===== src/rtl/malu_pkg.sv =====
package malu_pkg;

   typedef enum logic {
      ST_IDLE = 1'b0,
      ST_RUN  = 1'b1
   } ctl_state_t;

   function automatic int unsigned digits_for(input int unsigned width, input int unsigned dig);
      return (width + dig - 1) / dig;
   endfunction

endpackage


===== src/rtl/gf_red_slice.sv =====
// One reduction slice: clears bit POS by folding in (x^K + poly) aligned to POS.
module gf_red_slice #(
   parameter int unsigned K   = 83,
   parameter int unsigned W   = 95,
   parameter int unsigned POS = 94
) (
   input  logic [W-1:0] w_in,
   input  logic [K-1:0] poly,
   output logic [W-1:0] w_out
);
   localparam int unsigned SH = POS - K;

   if (POS < K || POS >= W) begin : g_bad_pos
      $error("gf_red_slice: POS out of range");
   end

   logic [W-1:0] fold;

   always_comb begin
      fold  = W'({1'b1, poly}) << SH;
      w_out = w_in ^ ({W{w_in[POS]}} & fold);
   end

endmodule


===== src/rtl/gf_digit_step.sv =====
// Combinational digit step: acc*x^D + A*digit, then reduced back below x^K.
module gf_digit_step #(
   parameter int unsigned K = 83,
   parameter int unsigned D = 12
) (
   input  logic [K-1:0] acc,
   input  logic [K-1:0] mcand,
   input  logic [D-1:0] digit,
   input  logic [K-1:0] poly,
   output logic [K-1:0] acc_next
);
   localparam int unsigned W = K + D;

   logic [D:0][W-1:0] pp;
   logic [D:0][W-1:0] red;

   assign pp[0] = {acc, {D{1'b0}}};

   for (genvar i = 0; i < D; i++) begin : g_pp
      assign pp[i+1] = pp[i] ^ ({W{digit[i]}} & (W'(mcand) << i));
   end

   assign red[0] = pp[D];

   for (genvar j = 0; j < D; j++) begin : g_red
      gf_red_slice #(
         .K  (K),
         .W  (W),
         .POS(W - 1 - j)
      ) u_slice (
         .w_in (red[j]),
         .poly (poly),
         .w_out(red[j+1])
      );
   end

   assign acc_next = red[D][K-1:0];


   always_comb begin
      red_clear_chk : assert (red[D][W-1:K] == '0)
         else $error("reduction chain left overflow bits set");
   end

endmodule


===== src/rtl/gf_seq_ctrl.sv =====
// Sequencer: fixed count of NDIG step cycles per accepted start.
module gf_seq_ctrl
   import malu_pkg::*;
#(
   parameter int unsigned NDIG = 7
) (
   input  logic clk,
   input  logic rst_n,
   input  logic start,
   output logic busy,
   output logic load,
   output logic last,
   output logic done
);
   localparam int unsigned CW = (NDIG > 1) ? $clog2(NDIG) : 1;

   if (NDIG < 1) begin : g_bad_ndig
      $error("gf_seq_ctrl: NDIG must be at least 1");
   end

   ctl_state_t     state;
   logic [CW-1:0]  cnt;

   assign busy = (state == ST_RUN);
   assign load = start && (state == ST_IDLE);
   assign last = busy && (cnt == CW'(NDIG - 1));

   always_ff @(posedge clk or negedge rst_n) begin
      if (!rst_n) begin
         state <= ST_IDLE;
         cnt   <= '0;
         done  <= 1'b0;
      end else begin
         done <= last;
         if (load) begin
            state <= ST_RUN;
            cnt   <= '0;
         end else if (busy) begin
            if (last) begin
               state <= ST_IDLE;
               cnt   <= '0;
            end else begin
               cnt <= cnt + 1'b1;
            end
         end
      end
   end


   done_pulse_chk : assert property (@(posedge clk) disable iff (!rst_n)
      done |=> !done)
      else $error("done held longer than one cycle");


   done_after_run_chk : assert property (@(posedge clk) disable iff (!rst_n)
      done |-> (!busy && $past(busy)))
      else $error("done not at end of run");


   restart_ignored_chk : assert property (@(posedge clk) disable iff (!rst_n)
      (busy && start && !last) |=> (busy && cnt == $past(cnt) + 1'b1))
      else $error("start during run disturbed the sequence");


   cnt_range_chk : assert property (@(posedge clk) disable iff (!rst_n)
      busy |-> (cnt < CW'(NDIG)))
      else $error("step counter out of range");

endmodule


===== src/rtl/gf_fused_malu.sv =====
// Digit-serial A*(B^D)^C mod (x^K + poly) over GF(2).
module gf_fused_malu
   import malu_pkg::*;
#(
   parameter int unsigned K = 83,
   parameter int unsigned D = 12
) (
   input  logic         clk,
   input  logic         rst_n,
   input  logic         start,
   input  logic [K-1:0] op_a,
   input  logic [K-1:0] op_b,
   input  logic [K-1:0] op_d,
   input  logic [K-1:0] op_c,
   input  logic [K-1:0] poly,
   output logic         busy,
   output logic         done,
   output logic [K-1:0] result
);
   localparam int unsigned NDIG = digits_for(K, D);
   localparam int unsigned MW   = NDIG * D;
   localparam int unsigned LW   = $clog2(NDIG + 2);

   if (K < 2) begin : g_bad_k
      $error("gf_fused_malu: K must be at least 2");
   end
   if (D < 1 || D > K) begin : g_bad_d
      $error("gf_fused_malu: D must lie in 1..K");
   end

   logic          load, last;
   logic [K-1:0]  a_q, c_q, p_q, acc_q, step_out;
   logic [MW-1:0] m_q;

   gf_seq_ctrl #(.NDIG(NDIG)) u_ctrl (
      .clk  (clk),
      .rst_n(rst_n),
      .start(start),
      .busy (busy),
      .load (load),
      .last (last),
      .done (done)
   );

   gf_digit_step #(.K(K), .D(D)) u_step (
      .acc     (acc_q),
      .mcand   (a_q),
      .digit   (m_q[MW-1 -: D]),
      .poly    (p_q),
      .acc_next(step_out)
   );

   always_ff @(posedge clk or negedge rst_n) begin
      if (!rst_n) begin
         a_q    <= '0;
         c_q    <= '0;
         p_q    <= '0;
         m_q    <= '0;
         acc_q  <= '0;
         result <= '0;
      end else if (load) begin
         a_q   <= op_a;
         c_q   <= op_c;
         p_q   <= poly;
         m_q   <= MW'(op_b ^ op_d);
         acc_q <= '0;
      end else if (busy) begin
         acc_q <= step_out;
         m_q   <= m_q << D;
         if (last) begin
            result <= step_out ^ c_q;
         end
      end
   end

   // Checker state: cycles since the accepted start.
   logic [LW-1:0] lat_q;
   always_ff @(posedge clk or negedge rst_n) begin
      if (!rst_n)       lat_q <= '0;
      else if (load)    lat_q <= '0;
      else if (busy)    lat_q <= lat_q + 1'b1;
   end


   fixed_latency_chk : assert property (@(posedge clk) disable iff (!rst_n)
      done |-> (lat_q == LW'(NDIG)))
      else $error("done latency differs from digit count");


   result_hold_chk : assert property (@(posedge clk) disable iff (!rst_n)
      !done |-> $stable(result))
      else $error("result changed without done");


   operand_hold_chk : assert property (@(posedge clk) disable iff (!rst_n)
      busy |=> ($stable(a_q) && $stable(c_q) && $stable(p_q)))
      else $error("captured operands changed during run");


   busy_start_chk : assert property (@(posedge clk) disable iff (!rst_n)
      (start && !busy) |=> busy)
      else $error("idle start did not begin a run");

endmodule


===== config.mk =====
export PLATFORM = sky130hd
export DESIGN_NAME = gf_fused_malu
export DESIGN_NICKNAME = d
export VERILOG_FILES = /design/src/rtl/malu_pkg.sv /design/src/rtl/gf_red_slice.sv /design/src/rtl/gf_digit_step.sv /design/src/rtl/gf_seq_ctrl.sv /design/src/rtl/gf_fused_malu.sv
export SDC_FILE = /design/constraint.sdc
export NUM_CORES = 2
export LEC_CHECK = 0
export BUFFER_PORTS_ARGS = -buffer_cell sky130_fd_sc_hd__clkbuf_2
export CORE_MARGIN = 5
export CORE_UTILIZATION = 45
export CTS_BUF_LIST = sky130_fd_sc_hd__clkbuf_16
export DETAILED_ROUTE_END_ITERATION = 7
export HOLD_SLACK_MARGIN = 0.02
export SYNTH_ARGS = -nofsm -noshare
export SYNTH_HDL_FRONTEND = slang
export SYNTH_HIERARCHICAL = 1
export SYNTH_SLANG_ARGS = --single-unit

===== constraint.sdc =====
create_clock -name clk -period 8.02 [get_ports clk]
set_input_delay 1.604 -clock clk [delete_from_list [all_inputs] [get_ports clk]]
set_output_delay 1.604 -clock clk [all_outputs]
set_load 0.02 [all_outputs]

==> results by group <==
Yosys
  • Syn Inst Count: 5547
  • Mapped Area: 0.0496 mm2
  • Syn_nets: 5967
  • Synth warn: 6
  • Post-Syn Area per Cell: 8.94 um2

Drt
  • Routed wire length: 144000 um
  • Max Used Layer: met5
  • Drt pass-1 iters: 5
  • Routed wire length per instance: 19.8 um
  • Final ANT Viol Nets: 0
  • Number of DRC markers in iteration 0: 2564
  • M1 WL: 64600 um
  • Met3 wire len: 8690 um
  • Vias per cell: 5.07
  • Drt drc: 0
  • Via Count: 36770
  • Routed wl met2: 67600 um

Clocking
  • Worst-skew pair later-pin latency: 660 ps
  • H-tree Lvls: 2
  • Number of setup buffers added after CTS: 0
  • CTS tree: done
  • CTS Hold Bufs: 0
  • # clock sinks: 504
  • Clock root cell: clkbuf_16
  • Longest Clk Path Bufs: 3
  • Worst-path clk slew: 60 ps
  • CTS resizes: 0
  • Cts bufs inserted: 60

Timing
  • Minimum clock period: 7030 ps
  • # setup viols final: 0
  • Final Skew: 27.7 ps
  • Final Max Slew Viols: 0
  • RSZ-0062 raised after global routing: false
  • Crit share post-route: 0.877
  • Fin. Hold Viols: 0
  • Rel. slew slack: 0.301
  • Achievable Freq: 0.142 GHz
  • Setup TNS: 0 ps
  • Worst Tran Pin Value: 1050 ps

Floorplan
  • Die H: 342 um
  • Core Area: 0.109 mm2
  • Initial core utilization: 0.454
  • Die footprint: 0.117 mm2
  • IO Count: 503
  • # rows: 121
  • Die W: 342 um

Worst setup path
  • Crit path launch type: flip-flop
  • R2r worst-path depth: 26
  • Worst endpoint data arrival time: 7560 ps
  • Critical Path Most Common Cell: xnor2_1
  • WS Path Type: flip-flop to flip-flop
  • Critical path peak fanout: 82
  • Critical path buffers and inverters: 3
  • Reg-to-reg slack, setup: 990 ps
  • Slowest stage delay, CP: 820 ps
  • CP delay by family, top: XOR/XNOR gates
  • CP Data Required Time: 8550 ps
  • Reg-to-Reg End: result[58]
  • CP max-delay cell: dfrtp_4
  • CP Capture Type: flip-flop
  • Reg2reg start: m_q[81]

Place
  • Port Buf Inserts: 502
  • Inst Count DP: 7138
  • DP HPWL: 97800 um
  • Final Wtd Congestion: 0.842

Final layout
  • Fill cells: 10423
  • Area grow syn2layout: 7.78%
  • Area of the multi-input gates: 0.0341 mm2
  • FF/Latch Area: 0.0127 mm2
  • Final #Nets: 6144
  • Final Non-Filler Cells: 7251
  • Layout cell share with drive strength beyond 1: 0.162

Global route
  • First-pass GRT wire length: 224000 um
  • Initial antenna violation count: 5
  • Number of global-route vias before repair: 37120
  • Largest net degree at the start of global routing: 156
  • Aggregate global-route resource usage: 0.240
  • Total congestion overflow: 0

Run
  • Max-cap violation count: 0

Worst hold path
  • Hold Path Class: flip-flop to flip-flop
  • Worst Min Path Start: result[41]
  • Hold Path Depth: 1
  • Hold Path End: result[41]

Run status
  • Status: finished clean
[stage by stage]
| stage | utilization | setup WS (ps) | area (um2) | hold slack [ps] |
|---|---|---|---|---|
| global route | 0.490 | 431 | 53500 | 503 |
| global placement | 0.472 | 1190 | 51600 | 471 |
| finish | 0.490 | 990 | 53500 | 482 |
| floorplan | - | 1230 | 49600 | 489 |
| CTS | 0.490 | 1020 | 53500 | 487 |
| detailed placement | 0.472 | 1030 | 51600 | 474 |
[cell usage in the layout (no fill, tap or decap), types with 2 or more instances in the layout]
| master | instances |
|---|---|
| bufinv_16 | 4 |
| mux2_1 | 70 |
| xnor2_2 | 11 |
| dfrtp_4 | 13 |
| clkinv_4 | 3 |
| nor2_1 | 86 |
| mux2i_1 | 226 |
| inv_6 | 2 |
| clkbuf_16 | 60 |
| xnor2_1 | 1432 |
| nor3b_1 | 12 |
| clkbuf_2 | 501 |
| diode_2 | 4 |
| nand2_1 | 1991 |
| clkinv_8 | 3 |
| clkinv_1 | 16 |
| clkinv_2 | 9 |
| buf_4 | 49 |
| xnor3_1 | 217 |
| dfrtp_1 | 490 |
| mux2_2 | 263 |
| buf_12 | 5 |
| xor2_1 | 269 |
| clkinvlp_4 | 6 |
| inv_1 | 7 |
| ha_1 | 2 |
| a21o_1 | 12 |
[worst register-to-register path, cell delays in order (launching register included)]
cell     delay (ps)
dfrtp_4         820
buf_4           600
nand2_1         160
xnor2_1         300
xnor2_1         150
xnor2_1         150
xnor2_1         290
xnor2_1         140
xnor2_1         210
xnor2_1         110
xnor2_1         270
xnor2_2         170
nand2_1         110
xnor2_2         160
buf_4           730
nand2_1         170
xnor2_1         270
xnor2_2         170
nand2_1         120
xnor2_2         220
nand2_1         120
xnor2_2         230
buf_12          320
nand2_1         200
xnor2_1         260
xor2_1          120
mux2_1          310
[flip-flops by register name, summed over array words and instances (netlist names)]
signal       flops
p_q             83
c_q             83
acc_q           83
u_ctrl/done      1
a_q             83
result          83
u_ctrl/cnt       3
m_q             84
u_ctrl/busy      1
[how the worst max path moves through the flow]
stage,endpoint,cells past startpoint,slack (ps),start
after floorplan,result[11],42,1230,m_q[83]
after global placement,result[31],28,1190,m_q[83]
after detailed placement,result[38],28,1030,m_q[83]
after CTS,result[58],28,1020,m_q[83]
after global routing,result[58],27,430,a_q[82]
final,result[58],26,990,m_q[81]
[layout make-up]
| cell class | count | share of cell area |
|---|---|---|
| Tap cell | 1476 | 0.0345 |
| Timing Repair Buffer | 556 | 0.0559 |
| Clock buffer | 60 | 0.0281 |
| Multi-Input combinational cell | 4601 | 0.637 |
| Antenna cell | 4 | 0.000187 |
| Inverter | 1 | 0.0000702 |
| Sequential cell | 504 | 0.237 |
| Clock inverter | 49 | 0.00721 |
[metal layers]
| layer | vias up | global-route usage |
|---|---|---|
| met5 | - | 0 |
| met4 | 4 | 0.0526 |
| met3 | 161 | 0.0330 |
| met2 | 1070 | 0.399 |
| met1 | 17997 | 0.334 |
| li1 | 17538 | - |
Power is left out: the tool's default activity adds up to more than one toggle a clock period on the data nets, which glitch-free logic cannot reach.
